[src/rtl/stereo_atten.sv]
module stereo_atten #(
  parameter int DW       = 24,
  parameter int GW       = 18,
  parameter int VW       = 6,
  parameter int MAX_ATT  = 60,
  parameter int RAMP_LOG = 5
) (
  input  logic                 clk,
  input  logic                 rst,
  input  logic                 in_valid,
  input  logic signed [DW-1:0] in_l,
  input  logic signed [DW-1:0] in_r,
  input  logic [VW-1:0]        vol_l,
  input  logic [VW-1:0]        vol_r,
  input  logic                 mute,
  input  logic                 swap,
  output logic                 out_valid,
  output logic signed [DW-1:0] out_l,
  output logic signed [DW-1:0] out_r
);
  localparam int UNITY = 1 << (GW - 1);
  localparam int CODES = 1 << VW;
  localparam int PW    = DW + GW + 1;
  localparam int KW    = RAMP_LOG + 1;
  localparam logic [KW-1:0] RAMP = KW'(1 << RAMP_LOG);
  localparam logic signed [PW-1:0] HI = (PW'(1) <<< (DW - 1)) - PW'(1);
  localparam logic signed [PW-1:0] LO = -HI - PW'(1);
  localparam logic signed [PW-1:0] HALF = PW'(1) <<< (GW - 2);

  function automatic int gain_of(int n);
    real g;
    if (n > MAX_ATT) return 0;
    g = real'(UNITY) * (10.0 ** (-real'(n) / 20.0));
    return $rtoi(g + 0.5);
  endfunction

  logic [GW-1:0] gtab [CODES];
  for (genvar i = 0; i < CODES; i++) begin : g_tab
    assign gtab[i] = GW'(gain_of(i));
  end

  logic [KW-1:0] rc, rc_nx;
  always_comb begin
    if (mute) rc_nx = (rc == '0) ? rc : rc - KW'(1);
    else      rc_nx = (rc == RAMP) ? rc : rc + KW'(1);
  end

  always_ff @(posedge clk) begin
    if (rst)           rc <= RAMP;
    else if (in_valid) rc <= rc_nx;
  end

  logic [GW+KW-1:0] sc_l, sc_r;
  assign sc_l = (GW+KW)'(gtab[vol_l]) * (GW+KW)'(rc_nx);
  assign sc_r = (GW+KW)'(gtab[vol_r]) * (GW+KW)'(rc_nx);

  logic                 v1;
  logic signed [DW-1:0] a_l, a_r;
  logic [GW-1:0]        g_l, g_r;

  always_ff @(posedge clk) begin
    if (rst) begin
      v1  <= 1'b0;
      a_l <= '0;
      a_r <= '0;
      g_l <= '0;
      g_r <= '0;
    end else begin
      v1 <= in_valid;
      if (in_valid) begin
        a_l <= swap ? in_r : in_l;
        a_r <= swap ? in_l : in_r;
        g_l <= GW'(sc_l >> RAMP_LOG);
        g_r <= GW'(sc_r >> RAMP_LOG);
      end
    end
  end

  function automatic logic signed [DW-1:0] scale(logic signed [DW-1:0] s, logic [GW-1:0] g);
    logic signed [PW-1:0] se, ge, p, r;
    se = PW'(s);
    ge = PW'({1'b0, g});
    p  = se * ge;
    r  = (p + HALF) >>> (GW - 1);
    if (r > HI) r = HI;
    if (r < LO) r = LO;
    return r[DW-1:0];
  endfunction

  always_ff @(posedge clk) begin
    if (rst) begin
      out_valid <= 1'b0;
      out_l     <= '0;
      out_r     <= '0;
    end else begin
      out_valid <= v1;
      if (v1) begin
        out_l <= scale(a_l, g_l);
        out_r <= scale(a_r, g_r);
      end
    end
  end
endmodule

[config.mk]
export PLATFORM = sky130hd
export DESIGN_NAME = stereo_atten
export DESIGN_NICKNAME = d
export VERILOG_FILES = /design/src/rtl/stereo_atten.sv
export SDC_FILE = /design/constraint.sdc
export NUM_CORES = 2
export LEC_CHECK = 0
export CAP_MARGIN = 15
export CORE_MARGIN = 4
export CORE_UTILIZATION = 47
export CTS_BUF_LIST = sky130_fd_sc_hd__clkbuf_16
export DETAILED_ROUTE_END_ITERATION = 10
export DONT_BUFFER_PORTS = 1
export GPL_ROUTABILITY_DRIVEN = 0
export GPL_TIMING_DRIVEN = 0
export PLACE_DENSITY_LB_ADDON = 0.15
export SLEW_MARGIN = 10
export SYNTH_ARGS = -nofsm -noshare
export SYNTH_HDL_FRONTEND = slang
export SYNTH_SLANG_ARGS = --single-unit
[constraint.sdc]
create_clock -name clk -period 20.7 [get_ports clk]
set_clock_uncertainty 0.15 [all_clocks]
set_input_delay 2.07 -clock clk [delete_from_list [all_inputs] [get_ports clk]]
set_output_delay 2.07 -clock clk [all_outputs]
set_load 0.01 [all_outputs]
==> insert_results.sql <==
INSERT INTO impl_metrics (metric_group, metric, value, unit) VALUES
('floorplan', 'die_w', '317', 'um'),
('global_route', 'grt_start_max_net_pins', '17', ''),
('global_route', 'grt_first_pass_wirelength', '205', 'mm'),
('power', 'power_density', '116', 'mW/mm2'),
('detailed_routing', 'drt_first_iter_violations', '2567', ''),
('critical_path', 'worst-path-buf-inv', '5', ''),
('detailed_routing', 'drt_drc_violations_left', '0', ''),
('critical_path', 'rr_startpoint', 'a_r[23]', ''),
('power', 'switchingPower', '3.07', 'mW'),
('critical_path', 'slowest_delay', '560', 'ps'),
('sta', 'period_share', '0.440', ''),
('sta', 'final_hold_violation_count', '0', ''),
('power', 'cellInternalPower', '2.39', 'mW'),
('clock_network', 'cts_inserted_buffers', '17', ''),
('floorplan', 'core_region_area', '0.0949', 'mm2'),
('global_route', 'antenna_violations_before_repair', '18', ''),
('logic_synthesis', 'ys_top_cells_by_count', 'sky130_fd_sc_hd__fa_1, sky130_fd_sc_hd__inv_1, sky130_fd_sc_hd__nand2_1, sky130_fd_sc_hd__and2_1, sky130_fd_sc_hd__ha_1', ''),
('clock_network', 'htree_num_levels', '4', ''),
('placement', 'place.detailed.instances', '6337', ''),
('critical_path', 'critPathArrivalTime', '9300', 'ps'),
('clock_network', 'cts-resized-gates', '0', ''),
('logic_synthesis', 'synthesis.nets', '6480', ''),
('detailed_routing', 'drt_first_pass_iters', '7', ''),
('cells_and_area', 'sequential_cell_area', '0.00280', 'mm2'),
('global_route', 'number_of_global_route_vias_before_repair', '35918', ''),
('sta', 'setup_viol_count_final', '0', ''),
('logic_synthesis', 'synth-async-reset-ratio', '0', ''),
('critical_path', 'timing.critical_path.from', 'vol_l[0]', ''),
('clock_network', 'clock_insertion_delay_worst_skew', '480', 'ps'),
('logic_synthesis', 'synth-edff-count', '0', ''),
('detailed_routing', 'wl', '129', 'mm'),
('hold_path', 'hold_path.startpoint', 'out_r[11]', ''),
('critical_path', 'slowest_stage', 'sky130_fd_sc_hd__fa_1', ''),
('status', 'outcome', 'complete, no violations', ''),
('placement', 'placement.cell_area', '0.0465', 'mm2'),
('flow_run', 'cap_viol_max_count', '0', ''),
('clock_network', 'cts.sinks', '140', ''),
('cells_and_area', 'postLayoutCellArea', '0.0471', 'mm2'),
('cells_and_area', 'layoutNonFillerInstCount', '6384', ''),
('sta', 'timing.final.max_slew_violations', '0', ''),
('floorplan', 'die_height', '317', 'um'),
('power', 'static-leakage-power', '23.8', 'nW'),
('logic_synthesis', 'ys.flop_type', 'sky130_fd_sc_hd__dfxtp_1', ''),
('power', 'peak_ir_drop_on_the_vdd_network', '0.160', 'mV'),
('sta', 'finalWorstPathRequiredPeriod', '9110', 'ps'),
('critical_path', 'path_delay_family', 'compound AO/OA/AOI/OAI gates', ''),
('cells_and_area', 'filler_cells_inserted', '9220', ''),
('critical_path', 'critical_path_launch_point_type', 'input pin', ''),
('logic_synthesis', 'ys_warn_count', '0', ''),
('logic_synthesis', 'syn-cell-area', '0.0449', 'mm2'),
('cells_and_area', 'finalNetCount', '6501', ''),
('clock_network', 'clk_pin_slew', '60', 'ps'),
('logic_synthesis', 'postSynthCellCount', '5070', ''),
('sta', 'max-slew-margin-rel', '0.285', ''),
('detailed_routing', 'antenna_left', '0', ''),
('cells_and_area', 'syn_to_final_growth', '4.95', '%'),
('floorplan', 'pin_count', '114', ''),
('logic_synthesis', 'yosys_register_bits', '140', ''),
('power', 'share_comb_of_total_power', '0.866', ''),
('clock_network', 'cts_post_setup_buffers_inserted', '0', ''),
('sta', 'timing_worst_slew_pin_value', '1070', 'ps'),
('detailed_routing', 'routed_via_count', '34707', ''),
('sta', 'finalSetupTns', '0', 'ps'),
('detailed_routing', 'wire_per_inst', '20.1', 'um'),
('logic_synthesis', 'synthMostInstantiatedCell', 'sky130_fd_sc_hd__fa_1', ''),
('clock_network', 'tritoncts', 'built', ''),
('placement', 'dpl_wire_length', '110', 'mm'),
('logic_synthesis', 'synth.yosys.seq_area_share', '0.0624', ''),
('power', 'clk_pwr_share', '0.059', ''),
('critical_path', 'crit_path_max_fanout', '9', ''),
('logic_synthesis', 'post-synth-top-area-cell', 'sky130_fd_sc_hd__fa_1', '');
-- per-layer routing --
layer,global-route usage,vias to the layer above,wire length (um)
met4,0.0785,12,4190
li1,-,15486,-
met3,0.0538,221,10900
met5,0,-,93
met1,0.381,17764,56400
met2,0.412,1224,56900
-- tightest hold or removal path, delay by kind of cell, from the launching register on --
family / cells / cell delay (ps)
and+or+nand+nor: 1 / 60
AOI/OAI and AO/OA: 1 / 50
DFF: 1 / 340
-- cell type report --
class | count | share of cell area
plain buffers | 287 | 0.0244
diodes | 16 | 0.000850
flip-flops and latches | 140 | 0.0595
well taps | 1265 | 0.0336
clock inverters | 14 | 0.00305
clock buffers | 17 | 0.00903
multi-input cells | 3685 | 0.793
repair buffers | 2 | 0.000425
inverters | 958 | 0.0763
-- metrics by stage --
step | util | setup WS (ps)
finish | 0.497 | 11590
global route | 0.496 | 11200
CTS | 0.496 | 11690
detailed placement | 0.490 | 11220
global placement | 0.490 | 11240
floorplan | - | 12750
-- power by group through the flow --
stage | logic [mW] | clock network, mW | registers (mW)
6_report | 4.73 | 0.321 | 0.412
5_1_grt | 5.40 | 0.340 | 0.417
4_1_cts | 4.75 | 0.328 | 0.410
3_5_place_dp | 4.71 | 0 | 0.416
3_3_place_gp | 4.66 | 0 | 0.415
2_1_floorplan | 3.50 | 0 | 0.367
-- sequential cells by signal, indices dropped and copies added (netlist names) --
signal     flops
a_l           24
a_r           24
g_l           18
g_r           18
out_l         24
out_r         24
out_valid      1
rc             6
v1             1
-- layout by cell type, fill, tap and decap left out, types with 78 or more instances in the layout --
cell                       instances
sky130_fd_sc_hd__dfxtp_1         140
sky130_fd_sc_hd__o21ai_0         120
sky130_fd_sc_hd__ha_1            361
sky130_fd_sc_hd__a21oi_1         118
sky130_fd_sc_hd__nand2_1         730
sky130_fd_sc_hd__mux2i_1          78
sky130_fd_sc_hd__and2_1          493
sky130_fd_sc_hd__inv_1           956
sky130_fd_sc_hd__nor2_1          225
sky130_fd_sc_hd__fa_1            984
sky130_fd_sc_hd__clkbuf_1        249
-- worst paths after layout --
kind | depth (start not counted) | end
max | 27 | g_l[17]
min | 2 | out_r[11]
max reg2reg | 24 | out_r[13]
min reg2reg | 2 | out_r[11]
-- cells by family (layout without fill, tap and decap cells) --
| kind of cell | Yosys count | in the layout | synth area share |
|---|---|---|---|
| compound gates | 515 | 515 | 0.0781 |
| fa+ha+maj | 1345 | 1345 | 0.539 |
| buf+inv | 1245 | 1278 | 0.106 |
| simple gates | 1643 | 1643 | 0.176 |
| other cells | 0 | 16 | 0 |
| flops | 140 | 140 | 0.0624 |
| xor+xnor | 100 | 100 | 0.0197 |
| mux | 82 | 82 | 0.0191 |
No activity file was read; power rests on OpenSTA's default activity.
